<file path="src/rtl/tag_pkg.sv">
package tag_pkg;

    localparam int unsigned ADDR_W = 16;

    typedef logic [ADDR_W-1:0] addr_t;

    typedef enum logic {
        CTX_RD = 1'b0,
        CTX_WR = 1'b1
    } ctx_e;

    // next value of a stepping counter and whether it wraps instead
    typedef struct packed {
        addr_t nxt;
        logic  wrap;
    } adv_t;

    // wrap condition of each loop level, innermost first in the name list
    typedef struct packed {
        logic x;
        logic k;
        logic txy;
        logic tk;
    } wrap_t;

    function automatic adv_t advance(addr_t cur, addr_t stride, addr_t limit);
        logic [ADDR_W:0] sum;
        adv_t r;
        sum    = {1'b0, cur} + {1'b0, stride};
        r.wrap = (sum >= {1'b0, limit});
        r.nxt  = r.wrap ? '0 : sum[ADDR_W-1:0];
        return r;
    endfunction

endpackage

</file>
<file path="src/rtl/tag_inner_ctr.sv">
module tag_inner_ctr
    import tag_pkg::*;
(
    input  logic  clk,
    input  logic  rst,
    input  logic  clr_i,
    input  logic  inc_i,
    input  addr_t stride_i,
    input  addr_t limit_i,
    output addr_t val_o,
    output logic  wrap_o
);

    addr_t val_q;
    adv_t  adv;

    always_comb adv = advance(val_q, stride_i, limit_i);

    always_ff @(posedge clk) begin
        if (rst || clr_i) begin
            val_q <= '0;
        end else if (inc_i) begin
            val_q <= adv.nxt;
        end
    end

    assign val_o  = val_q;
    assign wrap_o = adv.wrap;

endmodule

</file>
<file path="src/rtl/tag_dual_ctr.sv">
module tag_dual_ctr
    import tag_pkg::*;
(
    input  logic            clk,
    input  logic            rst,
    input  ctx_e            sel_i,
    input  logic            clr_i,
    input  logic            inc_i,
    input  addr_t           stride_i,
    input  addr_t           limit_i,
    output addr_t           val_o,
    output logic            wrap_o,
    output addr_t [1:0]     ctx_o
);

    addr_t [1:0] ctx_q;
    addr_t       cur;
    adv_t        adv;

    // one adder and compare, shared by both stored contexts
    always_comb begin
        cur = ctx_q[sel_i];
        adv = advance(cur, stride_i, limit_i);
    end

    always_ff @(posedge clk) begin
        if (rst) begin
            ctx_q <= '0;
        end else if (clr_i) begin
            ctx_q[sel_i] <= '0;
        end else if (inc_i) begin
            ctx_q[sel_i] <= adv.nxt;
        end
    end

    assign val_o  = cur;
    assign wrap_o = adv.wrap;
    assign ctx_o  = ctx_q;

endmodule

</file>
<file path="src/rtl/tag_mask_gen.sv">
module tag_mask_gen
    import tag_pkg::*;
#(
    parameter int unsigned WORD_WIDTH = 4
) (
    input  addr_t                 x_i,
    input  addr_t                 tile_x_i,
    output logic [WORD_WIDTH-1:0] mask_o
);

    localparam int unsigned SW = ADDR_W + 1;

    for (genvar i = 0; i < WORD_WIDTH; i++) begin : g_slot
        assign mask_o[i] = ({1'b0, x_i} + SW'(i)) < {1'b0, tile_x_i};
    end

endmodule

</file>
<file path="src/rtl/tile_addr_gen.sv">
module tile_addr_gen
    import tag_pkg::*;
#(
    parameter int unsigned WORD_WIDTH = 4
) (
    input  logic                  clk,
    input  logic                  rst,
    input  logic                  start_i,
    input  logic                  step_i,
    input  logic                  ctx_sel_i,
    input  logic [ADDR_W-1:0]     cfg_tensor_xy_i,
    input  logic [ADDR_W-1:0]     cfg_tensor_k_i,
    input  logic [ADDR_W-1:0]     cfg_tile_ch_i,
    input  logic [ADDR_W-1:0]     cfg_tile_x_i,
    input  logic [ADDR_W-1:0]     cfg_move_xy_i,
    input  logic [ADDR_W-1:0]     cfg_move_k_i,
    output logic [ADDR_W-1:0]     addr_o,
    output logic [WORD_WIDTH-1:0] mask_o,
    output logic                  tile_last_o,
    output logic                  tensor_last_o,
    output logic                  done_o
);

    localparam addr_t X_STRIDE = addr_t'(WORD_WIDTH);

    ctx_e        sel;
    wrap_t       wrap;
    addr_t       x_val, k_val, txy_val, tk_val;
    addr_t       k_limit, tk_stride, tk_limit;
    addr_t [1:0] txy_ctx, tk_ctx;
    logic        inc_x, inc_k, inc_txy, inc_tk;
    logic [1:0]  done_q;

    assign sel       = ctx_e'(ctx_sel_i);
    assign k_limit   = cfg_tensor_xy_i * cfg_tile_ch_i;
    assign tk_stride = cfg_tensor_xy_i * cfg_move_k_i;
    assign tk_limit  = cfg_tensor_xy_i * cfg_tensor_k_i;

    // carry chain: each level advances when all inner levels wrap
    assign inc_x   = step_i && !start_i;
    assign inc_k   = inc_x   && wrap.x;
    assign inc_txy = inc_k   && wrap.k;
    assign inc_tk  = inc_txy && wrap.txy;

    tag_inner_ctr i_x_ctr (
        .clk(clk), .rst(rst), .clr_i(start_i), .inc_i(inc_x),
        .stride_i(X_STRIDE), .limit_i(cfg_tile_x_i),
        .val_o(x_val), .wrap_o(wrap.x)
    );

    tag_inner_ctr i_k_ctr (
        .clk(clk), .rst(rst), .clr_i(start_i), .inc_i(inc_k),
        .stride_i(cfg_tensor_xy_i), .limit_i(k_limit),
        .val_o(k_val), .wrap_o(wrap.k)
    );

    tag_dual_ctr i_txy_ctr (
        .clk(clk), .rst(rst), .sel_i(sel), .clr_i(start_i), .inc_i(inc_txy),
        .stride_i(cfg_move_xy_i), .limit_i(cfg_tensor_xy_i),
        .val_o(txy_val), .wrap_o(wrap.txy), .ctx_o(txy_ctx)
    );

    tag_dual_ctr i_tk_ctr (
        .clk(clk), .rst(rst), .sel_i(sel), .clr_i(start_i), .inc_i(inc_tk),
        .stride_i(tk_stride), .limit_i(tk_limit),
        .val_o(tk_val), .wrap_o(wrap.tk), .ctx_o(tk_ctx)
    );

    tag_mask_gen #(.WORD_WIDTH(WORD_WIDTH)) i_mask (
        .x_i(x_val), .tile_x_i(cfg_tile_x_i), .mask_o(mask_o)
    );

    always_ff @(posedge clk) begin
        if (rst) begin
            done_q <= '0;
        end else if (start_i) begin
            done_q[sel] <= 1'b0;
        end else if (inc_tk && wrap.tk) begin
            done_q[sel] <= 1'b1;
        end
    end

    assign addr_o        = x_val + k_val + txy_val + tk_val;
    assign tile_last_o   = wrap.x && wrap.k;
    assign tensor_last_o = tile_last_o && wrap.txy && wrap.tk;
    assign done_o        = done_q[sel];

endmodule

</file>
<file path="config.mk">
export PLATFORM = sky130hd
export DESIGN_NAME = tile_addr_gen
export DESIGN_NICKNAME = d
export VERILOG_FILES = /design/src/rtl/tag_pkg.sv /design/src/rtl/tag_inner_ctr.sv /design/src/rtl/tag_dual_ctr.sv /design/src/rtl/tag_mask_gen.sv /design/src/rtl/tile_addr_gen.sv
export SDC_FILE = /design/constraint.sdc
export NUM_CORES = 1
export LEC_CHECK = 0
export CAP_MARGIN = 5
export CORE_MARGIN = 1.5
export CORE_UTILIZATION = 40
export CTS_BUF_LIST = sky130_fd_sc_hd__clkbuf_4 sky130_fd_sc_hd__clkbuf_8
export DETAILED_ROUTE_END_ITERATION = 10
export DONT_BUFFER_PORTS = 1
export GPL_TIMING_DRIVEN = 0
export PLACE_DENSITY_LB_ADDON = 0.15
export SLEW_MARGIN = 40
export SYNTH_ARGS = -nofsm -noshare
export SYNTH_HDL_FRONTEND = slang
export SYNTH_SLANG_ARGS = --single-unit
</file>
<file path="constraint.sdc">
create_clock -name clk -period 13.3 [get_ports clk]
set_clock_uncertainty 0.2 [all_clocks]
set_input_delay 1.33 -clock clk [delete_from_list [all_inputs] [get_ports clk]]
set_output_delay 1.33 -clock clk [all_outputs]
set_load 0.1 [all_outputs]
</file>
==> results of run 1 <==
-- cell families (layout without fill, tap and decap cells) --
family / count (synthesis) / count (layout) / synth area share (%)
AO/OA/AOI/OAI: 366 / 366 / 12.2
XOR/XNOR: 187 / 187 / 7.55
adder cells (fa/ha/maj): 584 / 584 / 43.1
buffers and inverters: 536 / 564 / 9.57
flip-flops: 96 / 96 / 8.86
multiplexers: 33 / 33 / 1.70
other: 0 / 5 / 0
AND/OR/NAND/NOR: 729 / 729 / 17.0
-- final timing paths --
| check | startpoint | endpoint | cells after the start |
|---|---|---|---|
| max | cfg_tensor_xy_i[10] | tensor_last_o | 31 |
| min | i_txy_ctr.ctx_o[1] | i_txy_ctr.ctx_o[1] | 2 |
| max reg2reg | i_k_ctr.val_o[1] | i_txy_ctr.ctx_o[29] | 18 |
| min reg2reg | i_txy_ctr.ctx_o[1] | i_txy_ctr.ctx_o[1] | 2 |
-- metal layers --
metal  vias up  part of all wire [%]  global-route usage [%]  routed length [um]
met2       460                    47                    40.1               30600
met1      8604                    46                    32.1               29900
li1       8263                     -                       -                   -
met5         -                 0.020                       0                  13
met3        92                   5.0                    2.80                3310
met4         2                   2.8                    7.19                1850
-- cell usage in the layout (no fill, tap or decap), types with 9 or more instances in the layout --
cell type and n:
xnor2_1 129, mux2_2 30, nand2b_1 16, nor2_1 74, inv_1 419, nand3_1 34
a21o_1 27, dfxtp_1 96, nor3_1 28, and2_1 180, clkbuf_8 10, xor2_1 47
o21ai_0 49, nor2b_1 22, xnor2_2 10, ha_1 313, a211oi_1 9, and3_1 18
nand2_1 286, o21a_1 22, a22o_1 71, clkbuf_1 92, nand3b_1 9, nand4_1 23
o21bai_1 11, a31oi_1 11, fa_1 271, a21oi_1 92
-- worst reg2reg max path, cell delays in order (launching register included) --
cell      delay [ns]
dfxtp_1         0.52
ha_1            0.31
a211oi_1        0.30
o21ai_0         0.16
a31oi_1         0.29
nor2b_1         0.13
o21bai_1        0.22
nand2_1         0.10
xor2_1          0.18
ha_1            0.32
nand3_1         0.06
or2_0           0.22
or4_1           0.56
nand4_2         0.17
a211oi_4        0.09
nor2_4          0.62
a21oi_2         0.29
buf_2           0.28
a22o_1          0.26
-- state kept, by name, indices dropped and copies added (netlist names) --
| name | cells |
|---|---|
| done_q | 2 |
| i_k_ctr.val_o | 16 |
| i_tk_ctr.ctx_o | 32 |
| i_txy_ctr.ctx_o | 32 |
| i_x_ctr.val_o | 14 |
-- cell type report --
class                      count  area, um2  share of cell area (%)
timing repair buffer          12        268                    1.16
buffer                       117        509                    2.20
inverter                     419       1570                    6.79
sequential                    96       1920                    8.29
tap                          696        871                    3.76
clock buffer                  10        138                   0.594
antenna                        5       12.5                  0.0540
clock inverter                 6       35.0                   0.151
multi-input combinational   1899      17800                    77.0
-- metrics by stage --
step	power, uW	utilization [%]	hold WS (ns)	std cells	worst slack [ns]
floorplan	4050	-	0.211	2531	2.72
global placement	5320	42.0	0.229	3227	1.05
detailed placement	5390	42.8	0.231	3239	1.30
CTS	5610	43.1	0.246	3255	1.32
global route	6220	43.1	0.284	3258	0.854
finish	5580	43.1	0.246	3260	1.32
-- power breakdown --
part | internal [uW] | total [uW] | leakage (uW) | switching, uW
Sequential | 287 | 288 | 0.000773 | 0.295
Combinational | 2010 | 5110 | 0.0107 | 3090
Clock | 71.9 | 182 | 0.0000879 | 111
Total | 2370 | 5580 | 0.0115 | 3200
==> reports/qor.txt, run 1 <==
Worst slew margin = 42.0%
Vias in the first global route = 18,200
# IOs = 124
Final cycle utilization of the critical path = 90.1%
Max Root-Sink Buffers = 2
CTS Hold Bufs = 0
Leakage = 0.0115 uW
Via density = 5.34
Crit path max-delay cell type = clkbuf_1
CP peak stage delay = 0.69 ns
Crit path kind = in2out
Ranking of synthesized cells by area = fa_1, ha_1, dfxtp_1, inv_1, xnor2_1
Top cells by count, synth = inv_1, ha_1, nand2_1, fa_1, and2_1
Max Cap Viol = 0
Antenna violations before repair = 4
# nets final = 3,239
DIE WIDTH = 236 um
Worst-Skew Late Latency = 0.39 ns
RSZ-0062 raised after global routing = false
Num Clock Sinks = 96
Die area = 55,600 um2
Pwr Density = 241 nW/um2
Post_cts resized = 0
Setup Buffers After CTS = 0
Routed Antenna Nets = 0
Min cycle time layout = 11.98 ns
Fillcell total = 5,400
Root buffer cell = clkbuf_8
Setup TNS = 0 ns
DR iter-0 viols = 980
Register area share after synthesis = 8.86%
Die Y = 236 um
Worst-margin pin slew = 0.872 ns
Syn. warnings = 0
Worst vdd ir = 342 uV
CTS H-tree depth = 3
Netlist cell types = 86
Cell family with most CP delay = adder cells
First-pass GRT wire length = 103,000 um
Vias = 17,400
Most used DFF post-synth = dfxtp_1
Share of layout cells above drive strength 1 = 5.16%
Gr ovfl total = 0
Worst EP arrival = 10.45 ns
CP dominant cell by count = fa_1
Effective utilization at floorplan = 40.4%
Number of port buffers = 0
Synthesized instance count = 2,531
Hold/Removal Path Class = reg2reg
Yosys top cell area share = 25.0%
Synth area leader = fa_1
Yosys reg bits = 96
Final wirelength = 65,600 um
CP endpoint kind = output port
WL/cell = 20.1 um
Most frequent cell after synthesis = inv_1
Final Max Slew Viols = 0
Detailed Routing Iterations Pass 1 = 5
Residual DRC = 0
Largest net degree at the start of global routing = 16
CTS tree = done
Fmax = 83.5 MHz
Synth Cell Area = 21,700 um2
Final setup vio count = 0
Status = complete, no violations
Required @ worst endpoint = 11.77 ns
Area growth syn-to-layout = 6.85%
Clock transition at path regs = 0.10 ns
TritonCTS Buffers = 9
Post-placement cell area = 23,000 um2
Avg Cell Area, Syn = 8.57 um2
Setup slack, reg-to-reg = 7.93 ns
FP Rows = 85
Final Hold Vio Count = 0
Critical Path Start Type = input port
Overall routing resource usage = 23.9%
Placer Congestion = 0.887
Finished Cell Area = 23,200 um2
Asr flop ratio synth = 0%
Placed wire-length estimate = 55,300 um
Syn nets = 3,216
CP max FO = 10
EDFF count, synth = 0
Core footprint = 53,700 um2
Sum of buffers and inverters on the critical path = 5
Power figures use the tool's default switching activity.
==> run 2: changes to the inputs <==
- CORE_UTILIZATION: 40 -> 35
- SYNTH_HIERARCHICAL: default -> 1
==> reports/qor.txt, run 2 <==
WL/cell = 21.2 um (+5.2%)
Final Hold Vio Count = 0 (unchanged)
Worst slew margin = 38.1% (-3.9 points)
Finished Cell Area = 25,500 um2 (+10%)
Core footprint = 67,200 um2 (+25%)
Routed Antenna Nets = 0 (unchanged)
Top cells by count, synth = inv_1, ha_1, nand2_1, fa_1, and2_1
Yosys reg bits = 98 (+2.1%)
Placer Congestion = 0.910 (+2.6%)
Pwr Density = 251 nW/um2 (+4.2%)
Most common cell after layout, fill and taps aside = inv_1
Final Util = 38.0% (-5.1 points)
Die area = 69,400 um2 (+25%)
Most used DFF post-synth = dfxtp_1
CTS H-tree depth = 3 (unchanged)
Post-placement cell area = 25,300 um2 (+10%)
Clock transition at path regs = 0.12 ns (+0.02 ns)
Vias in the first global route = 20,700 (+14%)
Final Max Slew Viols = 0 (unchanged)
Switching power = 3750 uW (+17%)
R2r startpoint = i_k_ctr/val_o[0]
Vias = 19,400 (+12%)
# IOs = 124 (unchanged)
Synthesized instance count = 2,799 (+11%)
DIE WIDTH = 263 um (+12%)
Hold path cells = 2 (unchanged)
TritonCTS Buffers = 9 (unchanged)
Final cycle utilization of the critical path = 91.6% (+1.5 points)
Multi-input logic area = 19,700 um2 (+11%)
Syn. warnings = 6 (+6)
Critical Path Start Type = input port
Worst vdd ir = 380 uV (+11%)
CTS tree = done
CTS Hold Bufs = 0 (unchanged)
# nets final = 3,565 (+10%)
FP Rows = 95 (+12%)
Root buffer cell = clkbuf_8
Final wirelength = 78,600 um (+20%)
Final setup vio count = 0 (unchanged)
Min cycle time layout = 12.18 ns (+0.203 ns)
Reg2reg end = i_tk_ctr/ctx_o[19]
Required @ worst endpoint = 11.77 ns (about the same)
Synth Cell Area = 23,700 um2 (+9.5%)
RSZ-0062 raised after global routing = false
Max Root-Sink Buffers = 2 (unchanged)
Setup Buffers After CTS = 0 (unchanged)
Cell family with most CP delay = adder cells
R2R depth = 23 (+5)
Num Clock Sinks = 98 (+2.1%)
First-pass GRT wire length = 123,000 um (+19%)
Crit path max-delay cell type = clkbuf_1
Worst EP arrival = 10.65 ns (+0.20 ns)
Effective utilization at floorplan = 35.4% (-5.0 points)
Worst-Skew Late Latency = 0.43 ns (+0.04 ns)
Status = complete, no violations
DR iter-0 viols = 1,138 (+16%)
CP max FO = 10 (unchanged)
Avg Cell Area, Syn = 8.48 um2 (-1.0%)
CP endpoint kind = output port
Residual DRC = 0 (unchanged)
Hold/Removal Path Class = reg2reg
Part of the power in registers = 5.3% (about the same)
Largest net degree at the start of global routing = 19 (+3)
Leakage = 0.0126 uW (+9.1%)
Crit path kind = in2out
Worst-margin pin slew = 0.929 ns (+0.0570 ns)
Worst Hold Endpoint = i_txy_ctr/ctx_o[1]
Share of layout cells above drive strength 1 = 6.16% (+1.0 points)
Switch share = 58.6% (+1.1 points)
Overall routing resource usage = 23.1% (-0.72 points)
Register Area = 1960 um2 (+2.1%)
Post_cts resized = 0 (unchanged)
Yosys top cell area share = 23.1% (-1.9 points)
Clock share of power = 3.1% (-0.2 points)
Pint = 2650 uW (+12%)
CP dominant cell by count = fa_1
Synth area leader = fa_1
Total Power = 6410 uW (+15%)
Asr flop ratio synth = 0% (unchanged)
Most frequent cells in the layout = inv_1, ha_1, nand2_1
Hold_sp = i_txy_ctr/ctx_o[1]
Fmax = 82.1 MHz (-1.7%)
Gr ovfl total = 0 (unchanged)
Die Y = 263 um (+12%)
Setup TNS = 0 ns (unchanged)
Most frequent cell after synthesis = inv_1
Detailed Routing Iterations Pass 1 = 5 (unchanged)
Netlist cell types = 91 (+5.8%)
Fillcell total = 6,878 (+27%)
Register area share after synthesis = 8.26% (-0.60 points)
Max Cap Viol = 0 (unchanged)
EDFF count, synth = 0 (unchanged)
CP peak stage delay = 0.76 ns (+0.07 ns)
Sum of buffers and inverters on the critical path = 8 (+3)
Setup slack, reg-to-reg = 6.76 ns (-1.17 ns)
Area growth syn-to-layout = 7.59%
Ranking of synthesized cells by area = fa_1, ha_1, dfxtp_1, inv_1, xnor2_1
Number of port buffers = 0 (unchanged)
Antenna violations before repair = 4 (unchanged)
Via density = 5.23 (-2.1%)
Placed wire-length estimate = 65,100 um (+18%)
Power share of the combinational group = 91.5% (about the same)
run 2: cell count changes after synthesis, moves of 11 or more:
cell,before,now
ha_1,313,354
a21oi_1,92,117
inv_1,419,444
o21ai_0,49,73
xor2_1,48,70
and2_1,180,200
nand2_1,286,306
clkbuf_1,97,80
o21ai_1,3,19
xnor2_1,139,153
a22o_2,0,13
and3_1,19,6
a21o_1,27,38
run 2: metrics by stage:
| stage | instances | setup WS, ns | hold WS [ns] |
|---|---|---|---|
| final | 3715 | 1.12 | 0.262 |
| after global routing | 3714 | 0.787 | 0.289 |
| after CTS | 3714 | 1.18 | 0.265 |
| after detailed placement | 3698 | 1.21 | 0.248 |
| after global placement | 3687 | 0.666 | 0.232 |
| after floorplan | 2814 | 2.79 | 0.220 |
run 2: worst max path at each step:
stage                       startpoint       endpoint  depth (start not counted)
floorplan           cfg_tensor_xy_i[6]  tensor_last_o                         33
global placement    cfg_tensor_xy_i[9]  tensor_last_o                         26
detailed placement  cfg_tensor_xy_i[2]  tensor_last_o                         32
CTS                 cfg_tensor_xy_i[2]  tensor_last_o                         32
global route        cfg_tensor_xy_i[2]  tensor_last_o                         32
finish              cfg_tensor_xy_i[2]  tensor_last_o                         32
run 2: area by class of cell:
type | instances | area share [%]
diodes | 1 | 0.00980
plain buffers | 116 | 2.30
clock buffers | 9 | 0.485
clock inverters | 7 | 0.240
inverters | 444 | 6.52
multi-input cells | 2156 | 77.3
flip-flops and latches | 98 | 7.68
well taps | 873 | 4.28
repair buffers | 11 | 1.19
run 2: layer usage:
metal  vias up  global-route usage, %  wire [um]  part of all wire [%]
li1       9254                      -          -                     -
met1      9536                   29.4      33500                    43
met5         -                      0         19                 0.024
met4         2                   6.20       2000                   2.5
met2       554                   39.3      37200                    47
met3        87                   5.25       5890                   7.5
run 2: worst reg2reg max path: stages, from the launching register on:
cell and delay (ns):
dfxtp_1 0.43, ha_1 0.23, inv_1 0.06, fa_1 0.40, nor2b_1 0.21, o2111ai_2 0.18, a21oi_1 0.36, nor4_1 0.09
a311oi_1 0.55, ha_1 0.23, nand3_1 0.10, nor3_1 0.43, nand3_1 0.21, and4_1 0.29, and2b_1 0.16, nand2b_1 0.13
and2_2 0.64, and3_1 0.32, nor2_1 0.07, nor2b_1 0.11, clkbuf_1 0.36, clkbuf_1 0.48, nand2_1 0.11, o21ai_1 0.14
run 2: power groups by stage:
stage	clock [uW]	sequential, uW	combinational, uW
floorplan	0	336	4200
CTS	206	341	5900
global route	219	343	6610
finish	202	341	5860
detailed placement	0	348	5850
global placement	0	347	5700
run 2: logic make-up (layout without fill, tap and decap cells):
logic type	Yosys count	after routing	synth area share [%]
mux	33	33	1.57
fa+ha+maj	628	628	41.8
flops	98	98	8.26
xor+xnor	223	223	8.23
other cells	2	18	0.0316
compound gates	470	470	13.7
buf+inv	560	587	9.44
simple gates	785	785	17.0
==> run 3: changes to the inputs <==
- ABC_CLOCK_PERIOD_IN_PS: default -> 13300
- CORE_MARGIN: 1.5 -> default
==> reports/qor.txt, run 3 (synthesis gave the netlist of run 2 again) <==
Area growth syn-to-layout = 7.63% (about the same)
Max Cap Viol = 0 (unchanged)
Vias = 19,500 (+0.36%)
Final Max Slew Viols = 0 (unchanged)
WL/cell = 21.1 um (-0.19%)
RSZ-0062 raised after global routing = false
Status = complete, no violations
Placed insts = 3,698 (unchanged)
Hold/Removal Path Class = reg2reg
Fillcell total = 6,940 (+0.90%)
CP max FO = 10 (unchanged)
Worst EP arrival = 10.52 ns (-0.13 ns)
Worst vdd ir = 382 uV (+0.56%)
Finished Layout Cells = 3,715 (unchanged)
Pwr Density = 252 nW/um2 (+0.44%)
CTS H-tree depth = 3 (unchanged)
Cell family with most CP delay = adder cells
Vias in the first global route = 20,500 (-0.93%)
Placed wire-length estimate = 65,000 um (about the same)
Die Y = 262 um (-0.38%)
TritonCTS Buffers = 9 (unchanged)
Crit path kind = in2out
# nets final = 3,565 (unchanged)
Placer Congestion = 0.901 (-1.0%)
Fmax = 83.0 MHz (+1.2%)
Via density = 5.25 (+0.36%)
Most common cell after layout, fill and taps aside = inv_1
Setup Buffers After CTS = 0 (unchanged)
First-pass GRT wire length = 122,000 um (-0.83%)
Die area = 68,900 um2 (-0.76%)
Final setup vio count = 0 (unchanged)
Final wirelength = 78,500 um (-0.19%)
Number of port buffers = 0 (unchanged)
Worst slew margin = 38.6% (+0.55 points)
Routed Antenna Nets = 0 (unchanged)
# IOs = 124 (unchanged)
Min cycle time layout = 12.05 ns (-0.139 ns)
DIE WIDTH = 262 um (-0.38%)
Detailed Routing Iterations Pass 1 = 5 (unchanged)
Leakage = 0.0126 uW (about the same)
CP endpoint kind = output port
Clock transition at path regs = 0.13 ns (about the same)
Residual DRC = 0 (unchanged)
CTS tree = done
Critical Path Start Type = input port
Required @ worst endpoint = 11.77 ns (about the same)
DR iter-0 viols = 1,203 (+5.7%)
CTS Hold Bufs = 0 (unchanged)
Overall routing resource usage = 23.1% (-0.037 points)
Effective utilization at floorplan = 35.4% (unchanged)
Max Root-Sink Buffers = 2 (unchanged)
Gr ovfl total = 0 (unchanged)
Sum of buffers and inverters on the critical path = 9 (+1)
Antenna violations before repair = 1 (-3)
Largest net degree at the start of global routing = 20 (+1)
Setup TNS = 0 ns (unchanged)
Crit path max-delay cell type = or4_1
Final Hold Vio Count = 0 (unchanged)
Worst-margin pin slew = 0.920 ns (-0.00827 ns)
FP Rows = 95 (unchanged)
Share of layout cells above drive strength 1 = 6.20% (+0.035 points)
CP peak stage delay = 0.64 ns (-0.12 ns)
Core footprint = 67,200 um2 (unchanged)
Worst-Skew Late Latency = 0.44 ns (about the same)
Post_cts resized = 0 (unchanged)
Final cycle utilization of the critical path = 90.6% (-1.0 points)
Root buffer cell = clkbuf_8
Most frequent cells in the layout = inv_1, ha_1, nand2_1
Num Clock Sinks = 98 (unchanged)
-- run 3: changes by cell type in the layout (fill, tap and decap cells not counted), sizes merged --
cell / previous run / this run
inv: 447 / 448
clkinv: 3 / 2
-- run 3: worst register-to-register path, cell delays in order, from the launching register on --
cell and delay (ns):
dfxtp_1 0.44, ha_1 0.23, inv_1 0.07, fa_1 0.39, nor2b_1 0.20, o2111ai_2 0.19, a21oi_1 0.36, nor4_1 0.09
a311oi_1 0.63, ha_1 0.24, nand3_1 0.10, nor3_1 0.43, nand3_1 0.20, and4_1 0.28, and2b_1 0.16, nand2b_1 0.12
and2_2 0.57, and3_1 0.33, nor2_1 0.07, nor2b_1 0.10, clkbuf_1 0.37, clkbuf_1 0.44, nand2_1 0.12, o21ai_1 0.12
-- run 3: layout make-up --
| class | count | area (um2) | area share (%) |
|---|---|---|---|
| antenna | 1 | 2.50 | 0.00979 |
| clock buffer | 9 | 124 | 0.485 |
| sequential | 98 | 1960 | 7.68 |
| multi-input combinational | 2156 | 19700 | 77.3 |
| timing repair buffer | 11 | 303 | 1.18 |
| clock inverter | 7 | 68.8 | 0.269 |
| inverter | 444 | 1670 | 6.52 |
| buffer | 116 | 588 | 2.30 |
| tap | 873 | 1090 | 4.27 |
-- run 3: worst paths after layout --
check | slack, ns | from | cells past startpoint | to
setup / recovery | 1.26 | cfg_tensor_xy_i[6] | 33 | tensor_last_o
setup reg to reg | 6.76 | i_k_ctr/val_o[0] | 23 | i_tk_ctr/ctx_o[20]
hold reg to reg | 0.26 | i_txy_ctr/ctx_o[0] | 2 | i_txy_ctr/ctx_o[0]
hold / removal | 0.26 | i_txy_ctr/ctx_o[0] | 2 | i_txy_ctr/ctx_o[0]
-- run 3: through the flow --
step | setup WS (ns) | hold slack (ns) | utilization [%] | total power, uW | instance area, um2
6_report | 1.26 | 0.259 | 38.0 | 6440 | 25600
5_1_grt | 0.890 | 0.290 | 38.0 | 7180 | 25600
4_1_cts | 1.04 | 0.260 | 38.0 | 6440 | 25500
3_5_place_dp | 1.12 | 0.244 | 37.7 | 6180 | 25300
3_3_place_gp | 0.735 | 0.233 | 37.1 | 6050 | 24900
2_1_floorplan | 2.79 | 0.220 | - | 4530 | 23800
-- run 3: power by group --
group	switching (uW)	internal, uW
combinational	3630	2270
clock	133	73.1
sequential	22.4	318
-- run 3: per-layer routing --
| layer | track usage [%] | part of all wire [%] | vias to the layer above |
|---|---|---|---|
| met5 | 0 | 0 | - |
| met4 | 5.69 | 2.5 | 0 |
| met3 | 4.41 | 6.6 | 98 |
| met2 | 39.5 | 47 | 542 |
| met1 | 29.8 | 44 | 9627 |
| li1 | - | - | 9236 |
